$ cat src/rtl/mra_pkg.sv
package mra_pkg;

    typedef enum logic [2:0] {
        ST_IDLE = 3'd0,
        ST_ZERO = 3'd1,
        ST_LOAD = 3'd2,
        ST_OP   = 3'd3,
        ST_DEC  = 3'd4
    } mra_state_e;

endpackage

$ cat src/rtl/mra_ctrl.sv
module mra_ctrl
    import mra_pkg::*;
#(
    parameter bit SHARE = 1'b0
) (
    input  logic clk,
    input  logic arst,
    input  logic start,
    input  logic zero_op,
    input  logic cnt_last,
    output logic ld,
    output logic acc_en,
    output logic dec_en,
    output logic ready
);

    mra_state_e state_q, state_d;

    // state register
    always_ff @(posedge clk or posedge arst) begin
        if (arst) state_q <= ST_IDLE;
        else      state_q <= state_d;
    end

    // next-state logic
    always_comb begin
        state_d = state_q;
        unique case (state_q)
            ST_IDLE: if (start) state_d = zero_op ? ST_ZERO : ST_LOAD;
            ST_ZERO: state_d = ST_IDLE;
            ST_LOAD: state_d = ST_OP;
            ST_OP: begin
                if (SHARE)         state_d = ST_DEC;
                else if (cnt_last) state_d = ST_IDLE;
                else               state_d = ST_OP;
            end
            ST_DEC:  state_d = cnt_last ? ST_IDLE : ST_OP;
            default: state_d = ST_IDLE;
        endcase
    end

    // output decode
    always_comb begin
        ld     = 1'b0;
        acc_en = 1'b0;
        dec_en = 1'b0;
        ready  = 1'b0;
        unique case (state_q)
            ST_IDLE: ready = 1'b1;
            ST_ZERO: ld    = 1'b1;
            ST_LOAD: ld    = 1'b1;
            ST_OP: begin
                acc_en = 1'b1;
                dec_en = !SHARE;
            end
            ST_DEC:  dec_en = 1'b1;
            default: ready  = 1'b0;
        endcase
    end

    // a zero operand at start takes the shortcut state
    a_r3_zero_shortcut: assert property (@(posedge clk) disable iff (arst)
        (state_q == ST_IDLE && start && zero_op) |=> (state_q == ST_ZERO));

    // in the shared schedule every accumulate is followed by a decrement
    a_r5_alternate: assert property (@(posedge clk) disable iff (arst)
        (SHARE && state_q == ST_OP) |=> (state_q == ST_DEC));

endmodule

$ cat src/rtl/mra_dpath.sv
module mra_dpath #(
    parameter int OPW   = 8,
    parameter bit SHARE = 1'b0,
    localparam int PW   = 2 * OPW
) (
    input  logic           clk,
    input  logic           arst,
    input  logic           ld,
    input  logic           acc_en,
    input  logic           dec_en,
    input  logic [OPW-1:0] a_in,
    input  logic [OPW-1:0] b_in,
    output logic           zero_op,
    output logic           cnt_last,
    output logic [PW-1:0]  r_out
);

    logic [PW-1:0]  r_q;
    logic [OPW-1:0] n_q;
    logic [OPW-1:0] a_q;
    logic [PW-1:0]  r_nxt;
    logic [OPW-1:0] n_nxt;

    assign zero_op = (a_in == '0) || (b_in == '0);

    generate
        if (SHARE) begin : g_shared
            logic [PW-1:0] add_x, add_y, add_s;
            always_comb begin
                if (dec_en) begin
                    add_x = {{OPW{1'b0}}, n_q};
                    add_y = {PW{1'b1}};
                end else begin
                    add_x = r_q;
                    add_y = {{OPW{1'b0}}, a_q};
                end
            end
            assign add_s = add_x + add_y;
            assign r_nxt = add_s;
            assign n_nxt = add_s[OPW-1:0];
        end else begin : g_split
            assign r_nxt = r_q + {{OPW{1'b0}}, a_q};
            assign n_nxt = n_q - 1'b1;
        end
    endgenerate

    assign cnt_last = dec_en && (n_nxt == '0);

    always_ff @(posedge clk or posedge arst) begin
        if (arst) begin
            r_q <= '0;
            n_q <= '0;
            a_q <= '0;
        end else begin
            if (ld) begin
                r_q <= '0;
                n_q <= b_in;
                a_q <= a_in;
            end else begin
                if (acc_en) r_q <= r_nxt;
                if (dec_en) n_q <= n_nxt;
            end
        end
    end

    assign r_out = r_q;

    // loading always starts the accumulator from zero
    a_r4_load_clears: assert property (@(posedge clk) disable iff (arst)
        ld |=> (r_q == '0));

    // the counter falls by exactly one per decrement
    a_r4_count_down: assert property (@(posedge clk) disable iff (arst)
        (dec_en && !ld) |=> (n_q == $past(n_q) - 1'b1));

    // the multiplicand copy only changes on a load
    a_r7_multiplicand_held: assert property (@(posedge clk) disable iff (arst)
        !ld |=> $stable(a_q));

endmodule

$ cat src/rtl/mult_rep_add.sv
module mult_rep_add #(
    parameter int OPW   = 8,
    parameter bit SHARE = 1'b0,
    localparam int PW   = 2 * OPW
) (
    input  logic           clk,
    input  logic           arst,
    input  logic           start,
    input  logic [OPW-1:0] a_in,
    input  logic [OPW-1:0] b_in,
    output logic [PW-1:0]  product,
    output logic           ready
);

    logic ld, acc_en, dec_en, zero_op, cnt_last;

    mra_ctrl #(.SHARE(SHARE)) u_ctrl (
        .clk      (clk),
        .arst     (arst),
        .start    (start),
        .zero_op  (zero_op),
        .cnt_last (cnt_last),
        .ld       (ld),
        .acc_en   (acc_en),
        .dec_en   (dec_en),
        .ready    (ready)
    );

    mra_dpath #(.OPW(OPW), .SHARE(SHARE)) u_dpath (
        .clk      (clk),
        .arst     (arst),
        .ld       (ld),
        .acc_en   (acc_en),
        .dec_en   (dec_en),
        .a_in     (a_in),
        .b_in     (b_in),
        .zero_op  (zero_op),
        .cnt_last (cnt_last),
        .r_out    (product)
    );

    // an accepted start leaves idle on the next edge
    a_r2_start_leaves_idle: assert property (@(posedge clk) disable iff (arst)
        (ready && start) |=> !ready);

    // the result is held while idle without a start
    a_r6_hold_idle: assert property (@(posedge clk) disable iff (arst)
        (ready && !start) |=> $stable(product));

endmodule

$ cat config.mk
export PLATFORM = sky130hd
export DESIGN_NAME = mult_rep_add
export DESIGN_NICKNAME = d
export VERILOG_FILES = /design/src/rtl/mra_pkg.sv /design/src/rtl/mra_ctrl.sv /design/src/rtl/mra_dpath.sv /design/src/rtl/mult_rep_add.sv
export SDC_FILE = /design/constraint.sdc
export NUM_CORES = 1
export LEC_CHECK = 0
export BUFFER_PORTS_ARGS = -buffer_cell sky130_fd_sc_hd__buf_2
export CORE_UTILIZATION = 50
export CTS_BUF_LIST = sky130_fd_sc_hd__clkbuf_4
export DETAILED_ROUTE_END_ITERATION = 6
export PLACE_DENSITY = 0.73
export REMOVE_ABC_BUFFERS = 1
export SLEW_MARGIN = 20
export SYNTH_ARGS = -nofsm -noshare
export SYNTH_HDL_FRONTEND = slang
export SYNTH_SLANG_ARGS = --single-unit
$ cat constraint.sdc
create_clock -name clk -period 2.6 [get_ports clk]
set_input_delay 0.13 -clock clk [delete_from_list [all_inputs] [get_ports clk]]
set_output_delay 0.13 -clock clk [all_outputs]
set_load 0.005 [all_outputs]
==> metrics <==
status finished clean; number of flops mapped to enable cells by yosys 0; Starting Density 53.9%; ant diodes 0; Crit Path Class flip-flop to flip-flop; initial antenna violation count 0; register bit total from synthesis 34; Hold Path Class input port to flip-flop; Crit Path Max Fanout 4; P&R area growth vs syn 14.5%; # fillers 337; global placer's final weighted congestion 0.850; GRT Overall Usage 23.1%; synthesized netlist cell count 205; maximum vdd drop 728 µV; Finish-stage setup viols 0; CP required 2.81 ns; Total Routed Length 4360 µm; Final Cell Area 2340 µm²; Final Slew Violations 0; TritonCTS clock tree yes; Reg clk slew, reported paths 0.10 ns; vias in the first global route 1,652; Routed Antenna Nets 0; pwr/cell area 1310 nW/µm²; Least-Margin Pin Slew 0.738 ns; fmax 452 MHz; CTS H-tree depth 2; Min Hold Slack 0.0351 ns; Final min period 2.21 ns; Max-Cap Viols 0; CP startpoint kind flip-flop; R2R Setup Slk 0.39 ns; Yosys warning total 0; IO Count 36; sequential area share after synthesis 41.6%; synth unique cells 47; total core area 3800 µm²; DIE HEIGHT 66.0 µm; DRT iter0 DRCs 119; share of layout cells above drive strength 1 23.3%; crit share post-route 85.2%; synthesized area per cell 9.98 µm²; CP peak stage delay 0.41 ns; worst setup margin 0.385 ns; Leak 1.14 nW; most frequent cells in the layout buf_2 (35), dfrtp_1 (34), ha_1 (15); Site Rows 22; first-pass detailed-route iteration total 5; GRT overflow 0; post-detail-place hpwl 3270 µm; Post-Route Utilization 61.7%; Top Family by Delay on Critical Path compound AO/OA/AOI/OAI gates; DR vias/cell 5.77; worst path cell trace ha_1 -> fa_1 -> a21o_1 -> a21oi_1 -> o21ai_1 -> nand4_1 -> mux2i_1 -> o21ai_1; Primary FF master, synth dfrtp_1; largest net degree at the start of global routing 24; Pwr Total 3.07 mW; Async S/R FF share, synth 100%; Nets 279; Vias 1,690; Placed Cells 284; Critical Path Sink Type flip-flop; clock tree root driver cell clkbuf_4; Total Neg Setup Slack 0 ns; worst slack at placement 0.431 ns; Slew headroom 50.7%; Worst path slowest cell dfrtp_1; Worst Path Buf+Inv 0; total die area 4350 µm²; cell mode on critical path o21ai_1; Max Clock Skew 0.00624 ns; Die W 66.0 µm; CP arrival 2.43 ns; most common cell after layout, fill and taps aside buf_2; DR WL/cell 14.9 µm; final hold viol count 0; CTS max path bufs 2; fin cells 293; first-pass GRT wire length 7590 µm; drc violations 0; Clk Latency, worst-skew pair 0.33 ns; Placed Area 2280 µm²; # clock sinks 34; Mapped Area 2050 µm²; CTS Buf Count 5; Port-buffer cells 35; RSZ-0062 raised after global routing no
==> sequential cells by signal, indices dropped and copies added, names as in the netlist <==
register and flops:
u_ctrl.state_q 2, u_dpath.a_q 8, u_dpath.n_q 8, u_dpath.r_out 16
==> per-layer routing <==
layer	global-route usage [%]	routed length, µm
met2	35.8	2010
met3	4.31	174
met1	31.9	2120
met5	0	0
met4	8.24	53
==> cells by family after synthesis <==
| kind of cell | after synthesis | share of synthesized area [%] |
|---|---|---|
| flip-flops | 34 | 41.6 |
| buffers and inverters | 18 | 3.36 |
| adder cells (fa/ha/maj) | 16 | 10.2 |
| multiplexers | 13 | 6.85 |
| AND/OR/NAND/NOR | 60 | 16.8 |
| XOR/XNOR | 10 | 4.28 |
| AO/OA/AOI/OAI | 54 | 16.9 |
==> synthesized netlist by cell type (5+ instances only) <==
| library cell | number | share of area (%) |
|---|---|---|
| dfrtp_1 | 34 | 42 |
| xor2_1 | 7 | 3.0 |
| inv_1 | 9 | 1.7 |
| a21oi_1 | 12 | 2.9 |
| clkbuf_1 | 6 | 1.1 |
| o21ai_1 | 6 | 1.5 |
| a22o_1 | 6 | 2.6 |
| nand3_1 | 7 | 1.7 |
| o21ai_0 | 12 | 2.9 |
| nor2_1 | 12 | 2.2 |
| nand2_1 | 11 | 2.0 |
| mux2_2 | 8 | 4.4 |
| mux2i_1 | 5 | 2.4 |
| ha_1 | 15 | 9.2 |
==> cell type report <==
class | count | area (µm²) | area share, %
tap | 48 | 60.1 | 2.56
sequential | 34 | 851 | 36.3
inverter | 9 | 33.8 | 1.44
timing repair buffer | 41 | 223 | 9.51
multi-input combinational | 153 | 1130 | 48.1
clock buffer | 5 | 37.5 | 1.60
clock inverter | 3 | 11.3 | 0.481
==> repair_timing <==
item	CTS	global route
hold buffers	1	0
hold endpoints to repair	18	0
setup endpoints to repair	0	0
buffers inserted	0	0
resized for setup	0	0
==> power by group <==
| group | internal [mW] | leakage (nW) | switching (mW) |
|---|---|---|---|
| registers | 0.759 | 0.426 | 0.211 |
| clock network | 0.0965 | 0.0277 | 0.176 |
| logic | 0.836 | 0.690 | 0.988 |
==> worst paths after layout <==
path	cells after the start	to	start
setup / recovery	8	u_dpath.r_out[10]	u_dpath.r_out[0]
hold / removal	3	u_dpath.n_q[2]	b_in[2]
setup reg to reg	8	u_dpath.r_out[10]	u_dpath.r_out[0]
hold reg to reg	1	u_dpath.a_q[0]	u_dpath.a_q[0]
max in group asynchronous	4	u_dpath.a_q[3]	arst
min in group asynchronous	3	u_dpath.n_q[5]	arst
==> worst register-to-register path, cell delays in order (launching register included) <==
cell	delay, ns
dfrtp_1	0.41
ha_1	0.23
fa_1	0.41
a21o_1	0.18
a21oi_1	0.25
o21ai_1	0.17
nand4_1	0.16
mux2i_1	0.21
o21ai_1	0.08
(Power assumes the default switching activity.)
